--- config.mk ---
export PLATFORM = sky130hd
export DESIGN_NAME = scl_standby_learn
export DESIGN_NICKNAME = d
export VERILOG_FILES = /design/src/rtl/scl_pkg.sv /design/src/rtl/scl_window.sv /design/src/rtl/scl_ewma.sv /design/src/rtl/scl_disq.sv /design/src/rtl/scl_standby_learn.sv
export SDC_FILE = /design/constraint.sdc
export NUM_CORES = 1
export LEC_CHECK = 0
export BUFFER_PORTS_ARGS = -buffer_cell sky130_fd_sc_hd__buf_2
export CELL_PAD_IN_SITES_DETAIL_PLACEMENT = 0
export CELL_PAD_IN_SITES_GLOBAL_PLACEMENT = 2
export CORE_ASPECT_RATIO = 1.4
export CORE_MARGIN = 5
export CORE_UTILIZATION = 33
export CTS_CLUSTER_DIAMETER = 40
export DETAILED_ROUTE_END_ITERATION = 12
export PLACE_DENSITY_LB_ADDON = 0.1
export SKIP_CTS_REPAIR_TIMING = 1
export SYNTH_ARGS = -nofsm -noshare
export SYNTH_HDL_FRONTEND = slang
export SYNTH_SLANG_ARGS = --single-unit
--- constraint.sdc ---
create_clock -name clk -period 5.9 [get_ports clk]
set_input_delay 1.18 -clock clk [delete_from_list [all_inputs] [get_ports clk]]
set_output_delay 1.18 -clock clk [all_outputs]
set_load 0.01 [all_outputs]
--- src/rtl/scl_pkg.sv ---
package scl_pkg;
   // Field positions inside the two configuration bytes.
   localparam int unsigned CFG_INIT_MSB = 6;
   localparam int unsigned CFG_INIT_LSB = 4;
   localparam int unsigned CFG_DMF_MSB  = 7;
   localparam int unsigned CFG_DMF_LSB  = 4;
   localparam int unsigned INIT_CODE_W  = CFG_INIT_MSB - CFG_INIT_LSB + 1;
   localparam int unsigned DMF_CODE_W   = CFG_DMF_MSB - CFG_DMF_LSB + 1;

   // How the estimate leaves the fractional accumulator.
   typedef enum logic {
      OUT_TRUNC = 1'b0,
      OUT_ROUND = 1'b1
   } scl_out_mode_e;

   // Timing of the disqualify decision.
   typedef enum logic {
      DQ_COMB = 1'b0,
      DQ_REG  = 1'b1
   } scl_dq_mode_e;
endpackage

--- src/rtl/scl_window.sv ---
module scl_window
   import scl_pkg::*;
#(
   parameter int unsigned W          = 12,
   parameter int unsigned INIT_SHIFT = 4,
   parameter int unsigned DMF_SHIFT  = 2
) (
   input  logic                   sample_valid,
   input  logic                   discharging,
   input  logic [W-1:0]           sample_mag,
   input  logic [INIT_CODE_W-1:0] init_code,
   input  logic [DMF_CODE_W-1:0]  dmf_code,
   output logic [W-1:0]           lo_thr,
   output logic [W-1:0]           hi_thr,
   output logic                   accept
);
   localparam int unsigned HI_SHIFT = INIT_SHIFT + 1;

   if (W < INIT_CODE_W + HI_SHIFT) begin : g_bad_init_w
      $error("scl_window: W too small for scaled initial code");
   end
   if (W < DMF_CODE_W + DMF_SHIFT) begin : g_bad_dmf_w
      $error("scl_window: W too small for scaled filter code");
   end

   logic [W-1:0] init_ext;
   logic [W-1:0] dmf_ext;
   logic         above_lo;
   logic         within_hi;

   always_comb begin
      init_ext  = {{(W-INIT_CODE_W){1'b0}}, init_code};
      dmf_ext   = {{(W-DMF_CODE_W){1'b0}}, dmf_code};
      lo_thr    = dmf_ext << DMF_SHIFT;
      hi_thr    = init_ext << HI_SHIFT;
      above_lo  = (sample_mag > lo_thr);
      within_hi = (sample_mag <= hi_thr);
      accept    = sample_valid & discharging & above_lo & within_hi;
   end

   // the upper edge is always twice the reset value of the estimate
   always_comb begin
      a_r7_hi_is_double: assert (hi_thr == (init_ext << INIT_SHIFT) + (init_ext << INIT_SHIFT));
   end
endmodule

--- src/rtl/scl_ewma.sv ---
module scl_ewma
   import scl_pkg::*;
#(
   parameter int unsigned   W     = 12,
   parameter int unsigned   SHIFT = 4,
   parameter scl_out_mode_e OMODE = OUT_TRUNC
) (
   input  logic         clk,
   input  logic         rst_n,
   input  logic [W-1:0] load_val,
   input  logic         accept,
   input  logic [W-1:0] sample,
   output logic [W-1:0] est
);
   localparam int unsigned AW = W + SHIFT;

   if (SHIFT < 1) begin : g_bad_shift
      $error("scl_ewma: SHIFT must be at least 1");
   end

   logic [AW-1:0]        acc_q;
   logic [AW-1:0]        acc_n;
   logic [AW-1:0]        sample_fx;
   logic signed [AW:0]   diff;
   logic signed [AW:0]   step;
   logic signed [AW:0]   sum;

   always_comb begin
      sample_fx = {sample, {SHIFT{1'b0}}};
      diff      = $signed({1'b0, sample_fx}) - $signed({1'b0, acc_q});
      step      = diff >>> SHIFT;
      sum       = $signed({1'b0, acc_q}) + step;
      acc_n     = sum[AW-1:0];
   end

   always_ff @(posedge clk) begin
      if (!rst_n) begin
         acc_q <= {load_val, {SHIFT{1'b0}}};
      end else if (accept) begin
         acc_q <= acc_n;
      end
   end

   if (OMODE == OUT_ROUND) begin : g_round
      logic [AW:0] rnd;
      always_comb begin
         rnd = {1'b0, acc_q} + (AW+1)'(1 << (SHIFT-1));
         est = rnd[AW] ? {W{1'b1}} : rnd[AW-1:SHIFT];
      end
   end else begin : g_trunc
      always_comb est = acc_q[AW-1:SHIFT];
   end

   // the cycle after reset the accumulator holds the loaded value
   a_r1_reset_load: assert property (@(posedge clk) disable iff (!rst_n)
      $rose(rst_n) |-> acc_q == {$past(load_val), {SHIFT{1'b0}}});

   // without an accepted sample the accumulator holds
   a_r5_hold: assert property (@(posedge clk) disable iff (!rst_n)
      !accept |=> $stable(acc_q));

   // a rising update never passes the sample and never moves backward
   a_r9_no_overshoot_up: assert property (@(posedge clk) disable iff (!rst_n)
      (accept && sample_fx >= acc_q) |=> (acc_q <= $past(sample_fx) && acc_q >= $past(acc_q)));

   // a falling update never passes the sample and never moves upward
   a_r9_no_overshoot_dn: assert property (@(posedge clk) disable iff (!rst_n)
      (accept && sample_fx < acc_q) |=> (acc_q >= $past(sample_fx) && acc_q < $past(acc_q)));
endmodule

--- src/rtl/scl_disq.sv ---
module scl_disq
   import scl_pkg::*;
#(
   parameter int unsigned  W     = 12,
   parameter scl_dq_mode_e DMODE = DQ_REG
) (
   input  logic         clk,
   input  logic         rst_n,
   input  logic [W-1:0] avg_current,
   input  logic [W-1:0] hi_thr,
   output logic         disq
);
   logic low_avg;
   always_comb low_avg = (avg_current <= hi_thr);

   if (DMODE == DQ_REG) begin : g_reg
      logic disq_q;
      always_ff @(posedge clk) begin
         if (!rst_n) disq_q <= 1'b0;
         else        disq_q <= low_avg;
      end
      always_comb disq = disq_q;

      // the flag reflects the average seen at the previous edge
      a_r8_disq_follow: assert property (@(posedge clk) disable iff (!rst_n)
         $past(rst_n) |-> disq == ($past(avg_current) <= $past(hi_thr)));
      // the flag is cleared by reset
      a_r1_disq_clear: assert property (@(posedge clk) disable iff (!rst_n)
         $rose(rst_n) |-> !disq);
   end else begin : g_comb
      always_comb disq = rst_n & low_avg;
   end
endmodule

--- src/rtl/scl_standby_learn.sv ---
module scl_standby_learn
   import scl_pkg::*;
#(
   parameter int unsigned SAMPLE_W   = 12,
   parameter int unsigned INIT_SHIFT = 4,
   parameter int unsigned DMF_SHIFT  = 2,
   parameter int unsigned AVG_SHIFT  = 4,
   parameter bit          ROUND_OUT  = 1'b0,
   parameter bit          REG_DISQ   = 1'b1
) (
   input  logic                clk,
   input  logic                rst_n,
   input  logic                sample_valid,
   input  logic [SAMPLE_W-1:0] sample_mag,
   input  logic                discharging,
   input  logic [7:0]          cfg_standby,
   input  logic [7:0]          cfg_filter,
   input  logic [SAMPLE_W-1:0] avg_current,
   output logic [SAMPLE_W-1:0] standby_est,
   output logic                learn_disqualify
);
   localparam scl_out_mode_e OMODE = ROUND_OUT ? OUT_ROUND : OUT_TRUNC;
   localparam scl_dq_mode_e  DMODE = REG_DISQ ? DQ_REG : DQ_COMB;

   if (SAMPLE_W < INIT_CODE_W + INIT_SHIFT + 1) begin : g_bad_w
      $error("scl_standby_learn: SAMPLE_W too small");
   end

   logic [INIT_CODE_W-1:0] init_code;
   logic [DMF_CODE_W-1:0]  dmf_code;
   logic [SAMPLE_W-1:0]    init_scaled;
   logic [SAMPLE_W-1:0]    lo_thr;
   logic [SAMPLE_W-1:0]    hi_thr;
   logic                   accept;

   always_comb begin
      init_code   = cfg_standby[CFG_INIT_MSB:CFG_INIT_LSB];
      dmf_code    = cfg_filter[CFG_DMF_MSB:CFG_DMF_LSB];
      init_scaled = {{(SAMPLE_W-INIT_CODE_W){1'b0}}, init_code} << INIT_SHIFT;
   end

   scl_window #(
      .W(SAMPLE_W), .INIT_SHIFT(INIT_SHIFT), .DMF_SHIFT(DMF_SHIFT)
   ) u_window (
      .sample_valid(sample_valid),
      .discharging (discharging),
      .sample_mag  (sample_mag),
      .init_code   (init_code),
      .dmf_code    (dmf_code),
      .lo_thr      (lo_thr),
      .hi_thr      (hi_thr),
      .accept      (accept)
   );

   scl_ewma #(
      .W(SAMPLE_W), .SHIFT(AVG_SHIFT), .OMODE(OMODE)
   ) u_ewma (
      .clk     (clk),
      .rst_n   (rst_n),
      .load_val(init_scaled),
      .accept  (accept),
      .sample  (sample_mag),
      .est     (standby_est)
   );

   scl_disq #(
      .W(SAMPLE_W), .DMODE(DMODE)
   ) u_disq (
      .clk        (clk),
      .rst_n      (rst_n),
      .avg_current(avg_current),
      .hi_thr     (hi_thr),
      .disq       (learn_disqualify)
   );

   // charging or missing strobe keeps the estimate at the ports
   a_r3_reject_hold: assert property (@(posedge clk) disable iff (!rst_n)
      (!sample_valid || !discharging) |=> $stable(standby_est));

   // a sample at or under the lower edge leaves the estimate alone
   a_r6_low_reject: assert property (@(posedge clk) disable iff (!rst_n)
      (sample_mag <= lo_thr) |=> $stable(standby_est));
endmodule

==> results.py, run 1 <==
metrics = {
    "run_status": {
        "status": "finished clean",
    },
    "worst_setup_path": {
        "startpoint_type": "primary input",
        "cp.required_ns": 5.88,
        "setup.worst_path.end_class": "register",
        "crit_path_max_fanout": 5,
        "critPathKind": "primary input to register",
        "worstPathArrival_ns": 4.58,
    },
    "cts": {
        "clk_path_buf_depth": 2,
        "path_clk_slew_ns": 0.07,
        "cts-root-buf": "clkbuf_8",
        "numCtsBuffers": 3,
        "cts_tree": "built",
        "worstSkewPairLatency_ns": 0.25,
        "clock_sinks": 17,
        "htreeDepth": 1,
    },
    "grt": {
        "grt_max_degree": 17,
        "grt_pass1_wl_um": 10100,
        "grt_remaining_overflow": 0,
        "grt_pass1_vias": 2084,
        "track_usage": 0.147,
        "grt_antenna_before_repair": 0,
    },
    "routing": {
        "ant_nets": 0,
        "drc": 0,
        "first_iter_violations": 72,
        "drtPass1Iterations": 5,
        "wl_um": 6290,
        "viasPerCell": 5.10,
        "vias": 2126,
        "wire_per_inst_um": 15.1,
    },
    "sta": {
        "rsz0062_at_grt": "no",
        "worst_pin_slew_ns": 0.596,
        "maxSlewViolCount": 0,
        "skew_ns": 0.000573,
        "max_freq_ghz": 0.218,
        "finalHoldViolations": 0,
        "holdWs_ns": 0.502,
        "fin_crit_sh": 0.778,
        "setup_violations": 0,
        "fin_tns_setup_ns": 0,
        "max_slew_margin": 0.602,
        "fin_crit_ns": 4.59,
    },
    "placement": {
        "dp_hpwl_um": 5350,
        "portBuffers": 47,
        "gp_congestion": 0.790,
    },
    "die": {
        "die_w_um": 80.5,
        "num_rows": 36,
        "initial_core_util": 0.333,
        "dieHeight_um": 109,
        "core-area_um2": 6890,
        "dieArea_um2": 8750,
        "ios": 57,
    },
    "synthesis": {
        "syn_inst": 286,
        "syn-num-nets": 371,
        "synth_edf_count": 3,
        "avgSynthCellArea_um2": 8.03,
        "yosysUniqueCellTypes": 53,
        "synth-main-ff-cell": "dfxtp_1",
        "async_flop_share": 0,
        "yosys_warnings": 0,
        "synth_area_um2": 2300,
        "ys_ff_latch": 17,
        "seq_area_frac_synth": 0.161,
    },
    "final_layout": {
        "fillers": 765,
        "utilization": 0.376,
        "layout.nets": 408,
        "area_delta_synth_final_pct": 12.7,
        "antenna_cells": 0,
        "drive_gt1_frac": 0.177,
    },
    "power_and_ir_drop": {
        "leakage_nw": 1.22,
        "power_per_cell_area_nw_per_um2": 147,
        "peakVddDrop_v": 0.0000829,
    },
    "job": {
        "maxCapViolations": 0,
    },
    "hold_path": {
        "hold_class": "register to register",
    },
}
cell families after synthesis:
family / after synthesis / share of synthesized area
mux: 8 / 0.0349
flops: 17 / 0.161
xor+xnor: 21 / 0.0801
fa+ha+maj: 41 / 0.227
compound gates: 87 / 0.243
simple gates: 69 / 0.159
buf+inv: 43 / 0.0959
metal layers:
metal / part of all wire / vias up / track usage
met1: 0.42 / 978 / 0.166
met3: 0.028 / 4 / 0.0281
met2: 0.54 / 31 / 0.290
li1: - / 1113 / -
met4: 0.010 / 0 / 0.0145
met5: 0 / - / 0
synthesized netlist by cell type (2+ instances only):
cell	number	area (µm²)
xor2_1	8	70.1
nand3_1	9	45.0
dfxtp_1	14	280
nor4_1	3	18.8
nand2_1	16	60.1
and4_1	2	17.5
xnor2_1	13	114
a211oi_1	6	45.0
a21o_1	12	90.1
o21ai_0	12	60.1
nor3_1	3	15.0
o31ai_1	3	22.5
buf_4	12	90.1
ha_1	40	500
nor2_1	18	67.6
o41ai_1	2	17.5
a211o_1	2	17.5
a21oi_1	29	145
o211ai_1	2	15.0
a31oi_1	3	18.8
or3_1	3	18.8
o21bai_1	2	15.0
o21a_1	2	15.0
nand4_1	2	12.5
edfxtp_1	3	90.1
inv_1	27	101
mux2i_1	8	80.1
nor4b_1	2	17.5
nand2b_1	3	18.8
o21ai_1	2	10.0
power breakdown:
group	total [W]	internal, W	switching [W]
clock	0.0000917	0.0000480	0.0000436
combinational	0.000167	0.0000727	0.0000946
sequential	0.000122	0.000120	0.00000215
area by class of cell:
type / instances / area, µm² / area share
multi-input combinational: 226 / 1710 / 0.661
clock buffer: 4 / 45.0 / 0.0174
inverter: 27 / 101 / 0.0391
tap: 95 / 119 / 0.0459
sequential: 17 / 370 / 0.143
timing repair buffer: 48 / 243 / 0.0937
flip-flops by register name, summed over array words and instances, names as in the netlist:
name	flops
u_ewma.acc_q	16
u_disq.disq	1
placed cells by master (no fill, tap or decap), drive strengths merged, types with 4 or more instances in the layout:
master	n
nand2	16
xor2	8
o21ai	14
nand3	9
inv	27
dfxtp	14
xnor2	13
a21oi	30
a211oi	6
nor2	18
clkbuf	4
mux2i	8
ha	40
buf	48
a21o	13
nor4	4
metrics by stage:
stage,setup slack [ns],power [W],instance area [µm²],instances
4_1_cts,1.32,0.000386,2590,417
5_1_grt,1.01,0.000411,2590,417
6_report,1.31,0.000381,2590,417
3_3_place_gp,0.998,0.000294,2540,413
2_1_floorplan,1.63,0.000247,2300,286
3_5_place_dp,1.05,0.000293,2540,413
final timing paths:
| check | cells after the start | to | slack, ns | startpoint |
|---|---|---|---|---|
| max | 13 | u_ewma.acc_q[10] | 1.31 | sample_mag[2] |
| min | 2 | u_ewma.acc_q[13] | 0.50 | u_ewma.acc_q[13] |
| max reg2reg | 13 | u_ewma.acc_q[10] | 1.85 | u_ewma.acc_q[6] |
| min reg2reg | 2 | u_ewma.acc_q[13] | 0.50 | u_ewma.acc_q[13] |
worst max-delay path, stage by stage:
cell       delay (ns)
buf_2            0.11
ha_1             0.35
a211o_1          0.35
a221oi_1         0.42
o21ai_0          0.25
xor2_1           0.20
ha_1             0.37
a21o_1           0.20
a2111oi_1        0.51
nor2_1           0.16
a31oi_1          0.23
xor2_1           0.16
o31ai_1          0.09
(Power assumes the default switching activity.)
==> inputs of run 2 (changes only) <==
Settings changed: CORE_UTILIZATION 33 to 28.
Clock period 5.9 ns to 3.9 ns, I/O delays scaled along.
==> run 2 against run 1 <==
Register-to-register slack worse by 1.4 ns. Worst hold slack worse by 0.017 ns. Sequential share of layout area decreased by 2.8 points. Combinational power grew 110%. Clock-buffer cell count unchanged. Setup slack worse by 1.1 ns. Wire length rose by 13%. Non-clock buffer count up 62. Flip-flop and latch count unchanged. Utilization is 2.1 points higher.
==> results.py, run 2 (synthesis gave the netlist of run 1 again) <==
metrics = {
    "run_status": {
        "status": "finished clean",
    },
    "final_layout": {
        "area_delta_synth_final_pct": 39.9,
        "layout.nets": 470,
        "final_common_cell": "buf_4",
        "final_area_um2": 3210,
        "multiInputGateArea_um2": 1830,
        "fillers": 886,
        "final_cell_mix": "63 x buf_4, 47 x buf_2, 36 x ha_1",
        "drive_gt1_frac": 0.352,
        "regMostFlops": "u_ewma.acc_q",
        "largest_reg_flops": 16,
        "antenna_cells": 0,
        "seq_area_um2": 370,
    },
    "die": {
        "dieArea_um2": 10100,
        "ios": 57,
        "initial_core_util": 0.284,
        "core-area_um2": 8100,
        "num_rows": 39,
        "dieHeight_um": 117,
        "die_w_um": 86.6,
    },
    "hold_path": {
        "hold_class": "register to register",
    },
    "sta": {
        "skew_ns": 0.00322,
        "max_slew_margin": 0.586,
        "worst_pin_slew_ns": 0.620,
        "setup_violations": 0,
        "setup_ws_ns": 0.222,
        "fin_crit_ns": 3.68,
        "maxSlewViolCount": 0,
        "fin_crit_sh": 0.943,
        "max_freq_ghz": 0.272,
        "finalHoldViolations": 0,
    },
    "worst_setup_path": {
        "cp-startpoint": "sample_mag[4]",
        "cp.required_ns": 4.08,
        "crit_path_max_fanout": 5,
        "worstPathArrival_ns": 3.86,
        "reg2reg_depth": 17,
        "worstReg2RegStart": "u_ewma.acc_q[8]",
        "setup.worst_path.end_class": "register",
        "rrSetupSlack_ns": 0.43,
        "crit_end": "u_ewma.acc_q[15]",
        "startpoint_type": "primary input",
        "worst_r2r_endpoint": "u_ewma.acc_q[15]",
        "critPathKind": "primary input to register",
    },
    "grt": {
        "grt_antenna_before_repair": 0,
        "track_usage": 0.149,
        "grt_remaining_overflow": 0,
        "grt_max_degree": 17,
        "grt_pass1_wl_um": 11900,
        "grt_pass1_vias": 2493,
    },
    "placement": {
        "post-place-ws_ns": -0.288,
        "gp_congestion": 0.777,
        "portBuffers": 47,
        "dp_hpwl_um": 6150,
        "placed_cell_area_um2": 3000,
    },
    "cts": {
        "worstSkewPairLatency_ns": 0.25,
        "numCtsBuffers": 3,
        "cts-root-buf": "clkbuf_16",
        "path_clk_slew_ns": 0.06,
        "clk_path_buf_depth": 2,
        "clock_sinks": 17,
        "htreeDepth": 1,
        "cts_tree": "built",
    },
    "job": {
        "maxCapViolations": 0,
    },
    "routing": {
        "vias": 2342,
        "drtPass1Iterations": 4,
        "first_iter_violations": 67,
        "ant_nets": 0,
        "wire_per_inst_um": 14.6,
        "viasPerCell": 4.82,
        "wl_um": 7100,
        "drc": 0,
    },
    "power_and_ir_drop": {
        "leakage_nw": 1.57,
        "power_per_cell_area_nw_per_um2": 234,
        "peakVddDrop_v": 0.000196,
    },
}
==> run 2: area by class of cell <==
type | count | share of cell area
multi-input combinational | 226 | 0.569
timing repair buffer | 110 | 0.220
clock buffer | 4 | 0.0245
inverter | 27 | 0.0315
tap | 102 | 0.0397
sequential | 17 | 0.115
==> run 2: through the flow <==
stage	cells	hold slack [ns]	power [W]	util	TNS, ns
6_report	486	0.485	0.000753	0.397	0
3_5_place_dp	480	0.485	0.000518	0.371	-1.30
2_1_floorplan	286	0.462	0.000374	-	0
4_1_cts	484	0.493	0.000743	0.381	-0.0783
3_3_place_gp	480	0.480	0.000518	0.371	-1.35
5_1_grt	486	0.531	0.000818	0.397	-0.0181
==> run 2: where the power goes <==
part	internal [W]	leakage [nW]	switching (W)	total [W]
registers	0.000182	0.143	0.00000302	0.000185
logic	0.000183	1.39	0.000170	0.000353
clock network	0.000139	0.0382	0.0000759	0.000215
total	0.000504	1.57	0.000249	0.000753
==> run 2: critical path, cell delays in order <==
cell      delay, ns
buf_2          0.13
ha_4           0.27
o21a_1         0.18
a21oi_1        0.09
a211o_1        0.34
o21bai_2       0.19
a31oi_1        0.12
buf_4          0.16
xnor2_2        0.15
ha_4           0.30
buf_4          0.10
nand3_1        0.07
a211oi_2       0.29
o41ai_2        0.10
xor2_1         0.17
or3_1          0.31
a21oi_1        0.12
==> run 2: worst min-delay path by stage <==
stage                           from               end  slack [ns]  depth (start not counted)
finish              u_ewma.acc_q[14]  u_ewma.acc_q[14]        0.49                          2
floorplan            u_ewma.acc_q[5]   u_ewma.acc_q[5]        0.46                          2
global placement    u_ewma.acc_q[14]  u_ewma.acc_q[14]        0.48                          2
detailed placement  u_ewma.acc_q[14]  u_ewma.acc_q[14]        0.49                          2
CTS                 u_ewma.acc_q[14]  u_ewma.acc_q[14]        0.49                          2
global route        u_ewma.acc_q[14]  u_ewma.acc_q[14]        0.53                          2
==> run 2: metal layers <==
metal,global-route usage,up-vias,part of all wire
met5,0,-,0
met4,0.0426,0,0.022
met3,0.0182,10,0.031
met2,0.282,31,0.52
met1,0.173,1066,0.43
li1,-,1235,-
==> inputs of run 3 (changes only) <==
Settings changed: CORE_MARGIN 5 to 4, SKIP_CTS_REPAIR_TIMING 1 to default.
==> run 3 against run 2 <==
Critical path depth stayed put. Register-to-register slack worse by 0.21 ns. Clock-buffer cell count unchanged. Utilization rose by 2.2 points. Cell area grew 3.0%. Clock skew grew 0.0062 ns.
==> results.py, run 3 (synthesis gave the netlist of run 1 again) <==
metrics = {
    "run_status": {
        "status": "finished clean",
    },
    "routing": {
        "ant_nets": 0,
        "wl_um": 7240,
        "first_iter_violations": 78,
        "drtPass1Iterations": 4,
        "wire_per_inst_um": 14.7,
        "vias": 2432,
        "drc": 0,
        "viasPerCell": 4.94,
    },
    "sta": {
        "fin_crit_ns": 3.86,
        "setup_violations": 0,
        "fin_crit_sh": 0.989,
        "max_freq_ghz": 0.259,
        "maxSlewViolCount": 0,
        "max_slew_margin": 0.587,
        "skew_ns": 0.00939,
        "finalHoldViolations": 0,
        "rsz0062_at_grt": "yes",
        "worst_pin_slew_ns": 0.619,
    },
    "cts": {
        "clk_path_buf_depth": 2,
        "cts_tree": "built",
        "path_clk_slew_ns": 0.08,
        "worstSkewPairLatency_ns": 0.26,
        "clock_sinks": 17,
        "htreeDepth": 1,
        "numCtsBuffers": 3,
        "cts-root-buf": "clkbuf_8",
        "hold_buffers": 0,
    },
    "worst_setup_path": {
        "crit_path_max_fanout": 3,
        "cp.required_ns": 4.09,
        "worstPathArrival_ns": 4.05,
        "setup.worst_path.end_class": "register",
        "critPathKind": "primary input to register",
        "startpoint_type": "primary input",
    },
    "final_layout": {
        "multiInputGateArea_um2": 1890,
        "seq_area_um2": 370,
        "final_common_cell": "buf_4",
        "final_cell_mix": "70 x buf_4, 46 x buf_2, 35 x ha_1",
        "fillers": 853,
        "largest_reg_flops": 16,
        "regMostFlops": "u_ewma.acc_q",
        "area_delta_synth_final_pct": 44.1,
        "utilization": 0.419,
        "antenna_cells": 0,
        "drive_gt1_frac": 0.388,
        "final_area_um2": 3310,
        "layout.nets": 478,
    },
    "placement": {
        "gp_congestion": 0.846,
        "portBuffers": 47,
        "dp_hpwl_um": 6160,
        "placed_cell_area_um2": 3030,
    },
    "die": {
        "ios": 57,
        "initial_core_util": 0.291,
        "num_rows": 38,
        "dieHeight_um": 115,
        "dieArea_um2": 9740,
        "die_w_um": 84.6,
        "core-area_um2": 7890,
    },
    "power_and_ir_drop": {
        "peakVddDrop_v": 0.000121,
        "p_seq_frac": 0.262,
        "leakage_nw": 1.59,
        "p_int_w": 0.000453,
        "power_per_cell_area_nw_per_um2": 212,
        "swShare": 0.356,
        "clkPwrFrac": 0.195,
        "power.switching_w": 0.000250,
        "combPwrFrac": 0.543,
    },
    "grt": {
        "grt_max_degree": 17,
        "grt_pass1_wl_um": 11200,
        "track_usage": 0.147,
        "grt_pass1_vias": 2323,
        "grt_antenna_before_repair": 0,
        "grt_remaining_overflow": 0,
    },
    "hold_path": {
        "hold_class": "register to register",
    },
    "job": {
        "maxCapViolations": 0,
    },
}
## run 3: cell count changes in the layout (fill, tap and decap cells not counted), sizes merged
cell | before | now
buf | 110 | 118
## run 3: per-layer routing
layer | wire length, µm | GRT usage
met5 | 0 | 0
met4 | 188 | 0.0401
met3 | 231 | 0.0215
met2 | 3900 | 0.288
met1 | 2920 | 0.162
## run 3: cell type report
| type | count | share of cell area |
|---|---|---|
| Inverter | 27 | 0.0306 |
| Clock buffer | 4 | 0.0136 |
| Multi-Input combinational cell | 226 | 0.570 |
| Tap cell | 100 | 0.0378 |
| Sequential cell | 17 | 0.112 |
| Timing Repair Buffer | 118 | 0.236 |
## run 3: power by group through the flow
stage / logic (W) / registers [W] / clock network (W)
6_report: 0.000381 / 0.000184 / 0.000137
5_1_grt: 0.000421 / 0.000185 / 0.000154
4_1_cts: 0.000351 / 0.000184 / 0.000146
3_5_place_dp: 0.000334 / 0.000188 / 0
3_3_place_gp: 0.000335 / 0.000188 / 0
2_1_floorplan: 0.000186 / 0.000188 / 0
## run 3: timing repair
action	4_1_cts	5_1_grt
cloned	0	0
resized for setup	9	25
buffers inserted	4	2
endpoints found under the setup margin	4	7
pin swaps	10	20
## run 3: critical path, stage by stage
cell and delay (ns):
buf_8 0.10, ha_4 0.21, a211o_1 0.34, a211oi_2 0.23, a211o_1 0.21, o21bai_4 0.09
a31oi_4 0.19, o21bai_1 0.11, xnor2_1 0.23, ha_1 0.31, o21ai_1 0.11, a31oi_2 0.06
o41ai_2 0.36, buf_4 0.17, xor2_2 0.05, or3_1 0.37, a21oi_1 0.11
## run 3: metrics by stage
step           setup TNS [ns]  setup slack, ns  hold slack, ns  total power, W  std cells
2_1_floorplan               0           0.0296           0.462        0.000374        286
3_3_place_gp            -1.93           -0.412           0.486        0.000523        482
3_5_place_dp            -2.15           -0.429           0.492        0.000523        482
4_1_cts                     0         0.000802           0.502        0.000681        490
5_1_grt                -0.233           -0.212           0.538        0.000760        492
6_report                    0           0.0430           0.491        0.000703        492
## run 3: worst paths after layout
path,start,end,slack [ns],depth (start not counted)
worst max-delay path,sample_mag[2],u_ewma.acc_q[15],0.04,17
worst min-delay path,u_ewma.acc_q[14],u_ewma.acc_q[14],0.49,2
worst max register to register,u_ewma.acc_q[6],u_ewma.acc_q[15],0.22,17
worst min register to register,u_ewma.acc_q[14],u_ewma.acc_q[14],0.49,2
